<file path="src/rtl/spi_boot_pkg.sv">
package spi_boot_pkg;

  typedef enum logic [3:0] {
    PH_DESEL,
    PH_SEL,
    PH_CMD,
    PH_ADR2,
    PH_ADR1,
    PH_ADR0,
    PH_COPY,
    PH_DONE
  } boot_phase_e;

  localparam logic [31:0] PRE_LIMIT   = 32'hFFFF_0000;
  localparam logic [7:0]  READ_OPCODE = 8'h03;
  localparam int          HDR_BYTES   = 4;

  // Shift a newly received byte into the low end of a big-endian word.
  function automatic logic [31:0] push_be(input logic [31:0] w, input logic [7:0] b);
    return {w[23:0], b};
  endfunction

  // Upper halfword compared against the plausible maximum.
  function automatic logic size_is_insane(input logic [31:0] sw, input logic [15:0] max_hi);
    return sw[31:16] > max_hi;
  endfunction

  // Copy is over once the byte count reaches the limit (or a limit at or below it).
  function automatic logic copy_complete(input logic [31:0] n, input logic [31:0] lim);
    return n >= lim;
  endfunction

  function automatic logic [31:0] jump_target(input logic [31:0] base, input logic [31:0] ofs);
    return base | ofs;
  endfunction

endpackage

</file>
<file path="src/rtl/spi_xfer_ctl.sv">
module spi_xfer_ctl #(
  parameter int DW = 8
) (
  input  logic          clk,
  input  logic          rst_n,
  input  logic          go,
  input  logic [DW-1:0] tx_in,
  output logic          spi_start,
  output logic [DW-1:0] spi_tx,
  input  logic          spi_done,
  input  logic [DW-1:0] spi_rx,
  output logic          busy,
  output logic          fin,
  output logic [DW-1:0] rx_out
);

  logic accept_done;
  assign accept_done = busy && !spi_start && spi_done;

  always_ff @(posedge clk or negedge rst_n) begin
    if (!rst_n) begin
      busy      <= 1'b0;
      spi_start <= 1'b0;
      spi_tx    <= '0;
      fin       <= 1'b0;
      rx_out    <= '0;
    end else begin
      spi_start <= 1'b0;
      fin       <= 1'b0;
      if (!busy && go) begin
        busy      <= 1'b1;
        spi_start <= 1'b1;
        spi_tx    <= tx_in;
      end else if (accept_done) begin
        busy   <= 1'b0;
        fin    <= 1'b1;
        rx_out <= spi_rx;
      end
    end
  end

  AST_START_SINGLE: assert property (@(posedge clk) disable iff (!rst_n)
    spi_start |=> !spi_start);
  AST_FIN_AFTER_BUSY: assert property (@(posedge clk) disable iff (!rst_n)
    fin |-> !busy && !spi_start);
  AST_NO_START_IN_FLIGHT: assert property (@(posedge clk) disable iff (!rst_n)
    (busy && !spi_start) |=> !spi_start);

endmodule

</file>
<file path="src/rtl/size_tracker.sv">
module size_tracker
  import spi_boot_pkg::*;
#(
  parameter int          CW        = 32,
  parameter bit          SANITY_EN = 1'b1,
  parameter logic [15:0] MAX_HI    = 16'h0200
) (
  input  logic          clk,
  input  logic          rst_n,
  input  logic          clear,
  input  logic          byte_en,
  input  logic [7:0]    byte_in,
  output logic [CW-1:0] count_q,
  output logic          at_end,
  output logic          insane
);

  logic [31:0]   shift_q;
  logic [31:0]   limit_q;
  logic [CW-1:0] cnt_nxt;
  logic [31:0]   assembled;
  logic          hdr_now;
  logic [31:0]   eff_limit;

  assign cnt_nxt   = count_q + 1'b1;
  assign assembled = push_be(shift_q, byte_in);
  assign hdr_now   = (cnt_nxt == CW'(HDR_BYTES));
  assign eff_limit = hdr_now ? assembled : limit_q;
  assign at_end    = byte_en && copy_complete(32'(cnt_nxt), eff_limit);
  assign insane    = byte_en && hdr_now && SANITY_EN && size_is_insane(assembled, MAX_HI);

  always_ff @(posedge clk or negedge rst_n) begin
    if (!rst_n) begin
      count_q <= '0;
      shift_q <= '0;
      limit_q <= PRE_LIMIT;
    end else if (clear) begin
      count_q <= '0;
      shift_q <= '0;
      limit_q <= PRE_LIMIT;
    end else if (byte_en) begin
      count_q <= cnt_nxt;
      if (count_q < CW'(HDR_BYTES)) shift_q <= assembled;
      if (hdr_now) limit_q <= assembled;
    end
  end

  AST_LIMIT_PRELOAD: assert property (@(posedge clk) disable iff (!rst_n)
    (count_q < CW'(HDR_BYTES)) |-> limit_q == PRE_LIMIT);
  AST_COUNT_STEP: assert property (@(posedge clk) disable iff (!rst_n)
    (byte_en && !clear) |=> count_q == $past(count_q) + 1'b1);
  AST_NO_EARLY_END: assert property (@(posedge clk) disable iff (!rst_n)
    (byte_en && count_q < CW'(HDR_BYTES - 1)) |-> !at_end);

endmodule

</file>
<file path="src/rtl/boot_fsm.sv">
module boot_fsm
  import spi_boot_pkg::*;
#(
  parameter int          AW        = 32,
  parameter logic [7:0]  ADR_HI    = 8'h0C,
  parameter logic [7:0]  ADR_MID   = 8'h00,
  parameter logic [7:0]  ADR_LO    = 8'h00,
  parameter logic [7:0]  DUMMY     = 8'h00,
  parameter logic [31:0] RAM_BASE  = 32'h0,
  parameter logic [31:0] RESET_OFS = 32'h100
) (
  input  logic          clk,
  input  logic          rst_n,
  input  logic          busy,
  input  logic          fin,
  input  logic [7:0]    rx_byte,
  input  logic [AW-1:0] count_q,
  input  logic          at_end,
  input  logic          insane,
  output logic          go,
  output logic [7:0]    tx_byte,
  output logic          byte_en,
  output logic          clear,
  output logic          spi_sel,
  output logic          ram_we,
  output logic [AW-1:0] ram_addr,
  output logic [7:0]    ram_data,
  output logic          boot_done,
  output logic [31:0]   jump_addr
);

  boot_phase_e phase_q;
  logic        pend_q;
  logic        xfer_phase;

  assign xfer_phase = (phase_q == PH_CMD) || (phase_q == PH_ADR2) ||
                      (phase_q == PH_ADR1) || (phase_q == PH_ADR0) ||
                      (phase_q == PH_COPY);
  assign go      = xfer_phase && !busy && !pend_q;
  assign byte_en = fin && (phase_q == PH_COPY);
  assign clear   = (phase_q == PH_DESEL);

  always_comb begin
    case (phase_q)
      PH_CMD:  tx_byte = READ_OPCODE;
      PH_ADR2: tx_byte = ADR_HI;
      PH_ADR1: tx_byte = ADR_MID;
      PH_ADR0: tx_byte = ADR_LO;
      default: tx_byte = DUMMY;
    endcase
  end

  always_ff @(posedge clk or negedge rst_n) begin
    if (!rst_n) begin
      phase_q   <= PH_DESEL;
      pend_q    <= 1'b0;
      spi_sel   <= 1'b0;
      ram_we    <= 1'b0;
      ram_addr  <= '0;
      ram_data  <= '0;
      boot_done <= 1'b0;
    end else begin
      ram_we <= 1'b0;
      if (go) pend_q <= 1'b1;
      else if (fin) pend_q <= 1'b0;
      case (phase_q)
        PH_DESEL: begin
          spi_sel <= 1'b0;
          phase_q <= PH_SEL;
        end
        PH_SEL: begin
          spi_sel <= 1'b1;
          phase_q <= PH_CMD;
        end
        PH_CMD:  if (fin) phase_q <= PH_ADR2;
        PH_ADR2: if (fin) phase_q <= PH_ADR1;
        PH_ADR1: if (fin) phase_q <= PH_ADR0;
        PH_ADR0: if (fin) phase_q <= PH_COPY;
        PH_COPY: begin
          if (fin) begin
            ram_we   <= 1'b1;
            ram_addr <= AW'(RAM_BASE) + count_q;
            ram_data <= rx_byte;
            if (insane)      phase_q <= PH_DESEL;
            else if (at_end) phase_q <= PH_DONE;
          end
        end
        PH_DONE: begin
          spi_sel   <= 1'b0;
          boot_done <= 1'b1;
        end
        default: phase_q <= PH_DESEL;
      endcase
    end
  end

  assign jump_addr = boot_done ? jump_target(RAM_BASE, RESET_OFS) : 32'h0;

  AST_WE_WITH_SEL: assert property (@(posedge clk) disable iff (!rst_n)
    ram_we |-> spi_sel);
  AST_GO_WITH_SEL: assert property (@(posedge clk) disable iff (!rst_n)
    go |-> spi_sel);
  AST_DONE_DESEL: assert property (@(posedge clk) disable iff (!rst_n)
    boot_done |-> !spi_sel && !go);
  AST_DONE_STICKY: assert property (@(posedge clk) disable iff (!rst_n)
    boot_done |=> boot_done && $stable(jump_addr));
  AST_RESTART_DESELECTS: assert property (@(posedge clk) disable iff (!rst_n)
    (byte_en && insane) |=> ##1 !spi_sel);

endmodule

</file>
<file path="src/rtl/spi_boot_loader.sv">
module spi_boot_loader
  import spi_boot_pkg::*;
#(
  parameter int          AW        = 32,
  parameter logic [7:0]  ADR_HI    = 8'h0C,
  parameter logic [7:0]  ADR_MID   = 8'h00,
  parameter logic [7:0]  ADR_LO    = 8'h00,
  parameter logic [7:0]  DUMMY     = 8'h00,
  parameter logic [31:0] RAM_BASE  = 32'h0,
  parameter logic [31:0] RESET_OFS = 32'h100,
  parameter bit          SANITY_EN = 1'b1,
  parameter logic [15:0] MAX_HI    = 16'h0200
) (
  input  logic          clk,
  input  logic          rst_n,
  output logic          spi_start,
  output logic [7:0]    spi_tx,
  input  logic          spi_done,
  input  logic [7:0]    spi_rx,
  output logic          spi_sel,
  output logic          ram_we,
  output logic [AW-1:0] ram_addr,
  output logic [7:0]    ram_data,
  output logic          cpu_reset,
  output logic          boot_done,
  output logic [31:0]   jump_addr
);

  logic          go, busy, fin, byte_en, clear, at_end, insane;
  logic [7:0]    tx_byte, rx_byte;
  logic [AW-1:0] count_q;

  spi_xfer_ctl #(.DW(8)) u_xfer (
    .clk(clk), .rst_n(rst_n), .go(go), .tx_in(tx_byte),
    .spi_start(spi_start), .spi_tx(spi_tx), .spi_done(spi_done), .spi_rx(spi_rx),
    .busy(busy), .fin(fin), .rx_out(rx_byte)
  );

  size_tracker #(.CW(AW), .SANITY_EN(SANITY_EN), .MAX_HI(MAX_HI)) u_size (
    .clk(clk), .rst_n(rst_n), .clear(clear), .byte_en(byte_en), .byte_in(rx_byte),
    .count_q(count_q), .at_end(at_end), .insane(insane)
  );

  boot_fsm #(
    .AW(AW), .ADR_HI(ADR_HI), .ADR_MID(ADR_MID), .ADR_LO(ADR_LO), .DUMMY(DUMMY),
    .RAM_BASE(RAM_BASE), .RESET_OFS(RESET_OFS)
  ) u_fsm (
    .clk(clk), .rst_n(rst_n), .busy(busy), .fin(fin), .rx_byte(rx_byte),
    .count_q(count_q), .at_end(at_end), .insane(insane), .go(go), .tx_byte(tx_byte),
    .byte_en(byte_en), .clear(clear), .spi_sel(spi_sel), .ram_we(ram_we),
    .ram_addr(ram_addr), .ram_data(ram_data), .boot_done(boot_done), .jump_addr(jump_addr)
  );

  assign cpu_reset = !boot_done;

  AST_RESET_HOLD: assert property (@(posedge clk) disable iff (!rst_n)
    !boot_done |-> cpu_reset && jump_addr == 32'h0);

endmodule

</file>
<file path="config.mk">
export PLATFORM = sky130hd
export DESIGN_NAME = spi_boot_loader
export DESIGN_NICKNAME = d
export VERILOG_FILES = /design/src/rtl/spi_boot_pkg.sv /design/src/rtl/spi_xfer_ctl.sv /design/src/rtl/size_tracker.sv /design/src/rtl/boot_fsm.sv /design/src/rtl/spi_boot_loader.sv
export SDC_FILE = /design/constraint.sdc
export NUM_CORES = 1
export LEC_CHECK = 0
export BUFFER_PORTS_ARGS = -buffer_cell sky130_fd_sc_hd__buf_4
export CAP_MARGIN = 10
export CORE_MARGIN = 5
export CORE_UTILIZATION = 54
export DETAILED_ROUTE_END_ITERATION = 16
export HOLD_SLACK_MARGIN = 0.08
export PLACE_DENSITY = 0.88
export SLEW_MARGIN = 20
export SYNTH_ARGS = -nofsm -noshare
export SYNTH_HDL_FRONTEND = slang
export SYNTH_SLANG_ARGS = --single-unit
</file>
<file path="constraint.sdc">
create_clock -name clk -period 4.3 [get_ports clk]
set_clock_uncertainty 0.15 [all_clocks]
set_input_delay 0.645 -clock clk [delete_from_list [all_inputs] [get_ports clk]]
set_output_delay 0.645 -clock clk [all_outputs]
set_load 0.05 [all_outputs]
</file>
After elaboration in Yosys (flattened, before gate mapping)

Cells that the tools add are included.

Register bits after elaboration: 155
Output and inout bits: 85
Bits of input ports: 11
Word-level logic and storage cells: 91

Equal/unequal tests: 14
Bitwise gates (word level): 2
Add/sub/neg operators: 1
Magnitude comparators: 3
Muxes and demuxes: 28
Reductions and logical operators: 28

Operators by type and width:

| operator                                             | number |
|---|---|
| 2-to-1 mux 32 bit                                    | 5 |
| 2-to-1 mux 24 bit                                    | 3 |
| adder 32 x 1 -> 32 bit, second input constant        | 1 |
| == test 32 x 3 -> 1 bit, second input constant       | 1 |
| greater-or-equal comparator 32 bit                   | 1 |
| < comparator 32 x 3 -> 1 bit, second input constant  | 1 |
| one-hot mux 4 bit (8 select lines)                   | 1 |
| 2-to-1 mux 4 bit                                     | 7 |
| == test 4 x 3 -> 1 bit, second input constant        | 4 |
| > comparator 16 x 10 -> 1 bit, second input constant | 1 |
| != test 2 bit, second input constant                 | 5 |
| nonzero test 2 bit                                   | 5 |
| logical AND 1 bit                                    | 9 |
| 2-to-1 mux 1 bit                                     | 9 |
| 2-to-1 mux 9 bit                                     | 1 |
| == test 4 x 2 -> 1 bit, second input constant        | 2 |
| one-hot mux 4 bit (2 select lines)                   | 1 |
| AND reduction 7 bit                                  | 1 |
| AND reduction 2 bit                                  | 3 |
| == test 4 x 1 -> 1 bit, second input constant        | 1 |
| zero test 1 bit                                      | 4 |
| zero test 4 bit                                      | 1 |
| logical OR 1 bit                                     | 4 |
| != test 3 bit, second input constant                 | 1 |
| 3 further kinds                                      | 4 |

Longest topological paths before layout

Word-level depth: 10
Gate-level depth with buffers: 19
Depth with buffers taken out: 16

Hierarchy

Synthesis repeated with hierarchy kept, for this count alone.

Cell total of the unflattened synthesis: 868
Area, all modules: 9282.7 sq um

Modules (own cells, without submodules):

| module          | cells an instance | times used | area each (sq um) | sequential area each (sq um) |
|---|---|---|---|---|
| size_tracker    | 660               | 1          | 6143.4            | 2222.1 |
| boot_fsm        | 165               | 1          | 2361.0            | 1176.1 |
| spi_xfer_ctl    | 42                | 1          | 774.5             | 475.5 |
| spi_boot_loader | 1                 | 1          | 3.8               | 0.0 |

Least setup slack after synthesis

Ideal clock, no wire load.

Path type: register to register
Start: register u_size.count_q[0]
End: register u_fsm.phase_q[1]
Arrival time: 4.134 ns
Clock period less this slack: 4.403 ns
Data required time: 4.031 ns
Library setup time: 0.119 ns
Stages on the path, launching flop included: 20
Setup slack: -0.103 ns
Buffers on the path: 3
Cells stage by stage: dfrtp_1 ha_1 nand3_1 clkbuf_1 or3_1 clkbuf_1 or3_1 nand3_1 and4bb_1 nand3_2 buf_2 mux2i_1 ha_1 a21o_1 a21o_1 a221o_1 a22oi_1 o21ai_0 a22o_1 o21a_1

Longest elaborated chain between the ends: 7
Elaborated cells between the ends (all ways): 12
Those cells by class: add/sub (1); order compare (1); eq/ne (2); mux (4); reduce/logical (4)

RTL lines:

| what                                                                                | line                                   | RTL |
|---|---|---|
| start: declaration                                                                  | size_tracker.sv:13                     | `output logic [CW-1:0] count_q,` |
| start signal: assignment                                                            | size_tracker.sv:42                     | `count_q <= cnt_nxt;` |
| adder 32 x 1 -> 32 bit (*)                                                          | size_tracker.sv:25                     | `assign cnt_nxt = count_q + 1'b1;` |
| == test 32 x 3 -> 1 bit                                                             | size_tracker.sv:27                     | `assign hdr_now = (cnt_nxt == CW'(HDR_BYTES));` |
| 2-to-1 mux 32 bit or logical AND 1 bit (tied branches)                              | size_tracker.sv:28, size_tracker.sv:30 |  |
| greater-or-equal comparator 32 bit or logical AND 1 bit (tied branches)             | spi_boot_pkg.sv:30, size_tracker.sv:30 |  |
| logical AND 1 bit or 2-to-1 mux 4 bit (tied branches)                               | size_tracker.sv:29, boot_fsm.sv:84     |  |
| != test 3 bit (no line) or 2-to-1 mux 4 bit (tied branches)                         | --                                     |  |
| AND reduction 7 bit (no line) or one-hot mux 4 bit (8 select lines) (tied branches) | --                                     |  |
| end signal: assignment                                                              | boot_fsm.sv:55                         | `phase_q <= PH_DESEL;` |
| end signal: assignment                                                              | boot_fsm.sv:69                         | `phase_q <= PH_SEL;` |
| end signal: assignment                                                              | boot_fsm.sv:73                         | `phase_q <= PH_CMD;` |
| end: declaration                                                                    | boot_fsm.sv:32                         | `boot_phase_e phase_q;` |

Every way passes the cells marked *; elsewhere a longest branch is shown, timed or not. The select of a mux whose other input is x is not followed.
A chain may end at the register's enable or synchronous reset.

Worst setup path after layout

Start: register u_size.count_q[7]
End: register u_fsm.phase_q[1]

Same word-level chain as after synthesis.

==> impl_metrics.env <==
export IMPL_cellPowerDensity_nw_per_um2=545
export IMPL_dp_hpwl_um=15400
export IMPL_grt_pass1_wl_um=36600
export IMPL_post_route_drc_count=0
export IMPL_period_needed_ns=4.39
export IMPL_h_tree_depth=4
export IMPL_rrSetupSlack_ns=-0.09
export IMPL_cts_buffers=17
export IMPL_ir_worst_vdd_mv=0.495
export IMPL_syn_to_final_growth_pct=19.2
export IMPL_viasPerCell=5.83
export IMPL_clk_pin_slew_worst_paths_ns=0.06
export IMPL_switching_share_pct=39.0
export IMPL_utilization_pct=64.9
export IMPL_power_mw=5.56
export IMPL_first_pass_iters=5
export IMPL_holdCritPathClass="in -> async"
export IMPL_power_switching_mw=2.17
export IMPL_worst_setup_path_start_kind="register"
export IMPL_drive_above_1_share_pct=21.9
export IMPL_slowest_delay_ns=0.38
export IMPL_gp_congestion=1.00
export IMPL_synth_seq_cells=148
export IMPL_p_int_mw=3.39
export IMPL_critical_path_cell_chain="nand4_2 -> buf_4 -> buf_4 -> nor4_4 -> xnor2_1 -> nand4_1 -> and4bb_2 -> nand3_4 -> buf_8 -> mux2i_2 -> ha_1 -> a21oi_2 -> o21ai_1 -> a221o_1 -> a22oi_2 -> o21ai_2 -> a22o_1 -> o21a_1"
export IMPL_synth_cell_type_count=57
export IMPL_clock_sinks=148
export IMPL_path_delay_family="simple AND/OR/NAND/NOR gates"
export IMPL_synth_edf_count=0
export IMPL_syn_area_per_cell_um2=8.93
export IMPL_synthCells=958
export IMPL_antenna_diode_count=0
export IMPL_routed_wl_um=23400
export IMPL_cts_buffer_depth=2
export IMPL_rows=46
export IMPL_path_buf_inv=3
export IMPL_fmax_mhz=228
export IMPL_setup_slack_ns=-0.0905
export IMPL_yosys_warnings=0
export IMPL_vias=7403
export IMPL_min_period_over_period_pct=102
export IMPL_fp_dieW_um=136
export IMPL_io_buffers=60
export IMPL_relSlewSlack_pct=39.3
export IMPL_dp_cells=1232
export IMPL_violations="setup timing"
export IMPL_netlist_area_um2=8560
export IMPL_critical_path_arrival_ns=4.56
export IMPL_wl_per_cell_um=18.4
export IMPL_synth_flop_cell="dfrtp_1"
export IMPL_gr_total_overflow=0
export IMPL_leakage_nw=5.39
export IMPL_final_setup_tns_ns=-0.0974
export IMPL_async_flop_share_pct=100
export IMPL_fillers=1215
export IMPL_worst_setup_path_type="reg -> reg"
export IMPL_die_area_um2=18500
export IMPL_ys_seq_area_share_pct=43.5
export IMPL_nets=1086
export IMPL_grtUsageTotal_pct=25.4
export IMPL_cp_end_kind="register"
export IMPL_required_ns=4.47
export IMPL_ant_nets=0
export IMPL_die_y_um=136
export IMPL_maxCapViolations=0
export IMPL_hold_viol=0
export IMPL_antenna_found_initial=0
export IMPL_seqCellArea_um2=3720
export IMPL_rsz0062_at_grt="true"
export IMPL_drv_slew=0
export IMPL_report_final_setup_viol=2
export IMPL_core_area_um2=15700
export IMPL_initial_core_util_pct=54.5
export IMPL_cts_root_buf="clkbuf_16"
export IMPL_io_pins=96
export IMPL_tritoncts="yes"
export IMPL_multi_input_area_um2=4350
export IMPL_post_place_ws_ns=-0.266
export IMPL_fin_cells=1270
export IMPL_cp_slowest_cell="and4bb_2"
export IMPL_crit_top_cell="buf_4"
export IMPL_grt_start_max_net_pins=98
export IMPL_clk_latency_ns=0.44
export IMPL_clkPwrFrac_pct=26.5
export IMPL_status="finished, violations left"
export IMPL_critPathMaxFanout=8
export IMPL_first_global_vias=7241
export IMPL_worst_pin_slew_ns=0.911
export IMPL_drtIter0Drc=974
export IMPL_pwr_share_seq_pct=38.2
export IMPL_combPwrFrac_pct=35.3
## power by group through the flow
stage	Combinational, mW	Sequential, mW	Clock, mW
after floorplan	1.23	2.16	0
after global placement	1.71	2.11	0
after detailed placement	1.81	2.12	0
after CTS	1.88	2.10	1.48
after global routing	2.14	2.16	1.55
final	1.96	2.13	1.47
## layout by cell type, fill, tap and decap left out, drive strengths merged, types with 6 or more instances in the layout
| cell type | count |
|---|---|
| nor4 | 15 |
| ha | 34 |
| or2 | 6 |
| a21o | 7 |
| nor2 | 46 |
| a21oi | 21 |
| nor3 | 13 |
| o31ai | 34 |
| mux2i | 64 |
| xor2 | 8 |
| buf | 138 |
| nand3 | 29 |
| conb | 35 |
| clkbuf | 22 |
| inv | 53 |
| o21ai | 54 |
| dfrtp | 132 |
| xnor2 | 25 |
| nand4 | 23 |
| nand2 | 209 |
| and4 | 7 |
| or3 | 8 |
| dfstp | 16 |
## final timing paths
| path | cells after the start | start | end |
|---|---|---|---|
| worst max register to register | 18 | u_size.count_q[7]$_DFFE_PN0P_ | u_fsm.phase_q[1]$_DFFE_PN0P_ |
| min in group clk | 3 | spi_rx[0] | u_xfer.rx_out[0]$_DFFE_PN0P_ |
| worst min register to register | 2 | u_fsm.ram_addr[17]$_DFFE_PN0P_ | u_fsm.ram_addr[17]$_DFFE_PN0P_ |
| worst max-delay path | 18 | u_size.count_q[7]$_DFFE_PN0P_ | u_fsm.phase_q[1]$_DFFE_PN0P_ |
| worst min-delay path | 1 | rst_n | u_size.count_q[4]$_DFFE_PN0P_ |
| max in group asynchronous | 2 | rst_n | u_fsm.ram_addr[30]$_DFFE_PN0P_ |
## cell type report
cell class | instances | area share, %
Inverter | 50 | 1.84
Timing Repair Buffer | 138 | 10.6
Sequential cell | 148 | 36.5
Tap cell | 216 | 2.65
Multi-Input combinational cell | 686 | 42.7
Clock inverter | 10 | 0.957
Clock buffer | 22 | 4.75
## state kept, by name, indices dropped and copies added, names as in the netlist
name	count
u_fsm.ram_we	1
u_fsm.pend_q	1
u_size.shift_q	24
u_fsm.ram_addr	32
u_fsm.phase_q	3
u_xfer.rx_out	8
u_fsm.boot_done	1
u_xfer.busy	1
u_size.count_q	32
u_size.limit_q	32
u_fsm.spi_sel	1
u_xfer.spi_start	1
u_xfer.spi_tx	2
u_fsm.ram_data	8
u_xfer.fin	1
## synth_stat cells, drive strengths merged, types with 2 or more instances
cell type    n  area (µm²)
nand2      209         785
dfrtp      132        3300
mux2i       64         641
buf         63         454
o21ai       54         270
inv         50         188
nor2        46         173
clkbuf      45         169
ha          34         425
o31ai       34         255
nand3       29         150
xnor2       25         219
nand4       23         165
a21oi       21         105
dfstp       16         420
nor4        15         115
nor3        13        65.1
or3          8        50.1
xor2         8        70.1
a21o         7        52.6
and4         7        61.3
or2          6        37.5
and3         5        31.3
o21a         5        37.5
and2         4        25.0
a22o         3        26.3
nand2b       3        18.8
a211oi       2        15.0
a41oi        2        17.5
mux2         2        22.5
nor2b        2        12.5
o221ai       2        17.5
o41ai        2        17.5
or4          2        15.0
## stage by stage
stage	cell area (µm²)	hold slack (ns)
final	10200	0.133
after global routing	10200	0.248
after global placement	9360	0.311
after floorplan	8700	0.199
after detailed placement	9360	0.314
after CTS	9990	0.196
## logic make-up after synthesis
kind of cell | share of synthesized area [%]
flip-flops | 43.5
XOR/XNOR | 3.38
other | 0.0438
AND/OR/NAND/NOR | 20.4
AO/OA/AOI/OAI | 10.5
multiplexers | 7.75
buffers and inverters | 9.47
adder cells (fa/ha/maj) | 4.97
## layer usage
| metal | vias up | GRT usage, % | share of wire [%] |
|---|---|---|---|
| met2 | 388 | 40.7 | 48 |
| met5 | - | 0 | 0 |
| li1 | 3363 | - | - |
| met1 | 3574 | 33.3 | 40 |
| met3 | 78 | 5.40 | 8.6 |
| met4 | 0 | 11.6 | 3.2 |
## repair_timing
| action | CTS | global route |
|---|---|---|
| hold buffers | 0 | 0 |
| setup endpoints to repair | 2 | 2 |
| pin swaps | 2 | 21 |
| gates resized for setup | 11 | 33 |
| buffers inserted | 1 | 5 |
(Power assumes the default switching activity.)
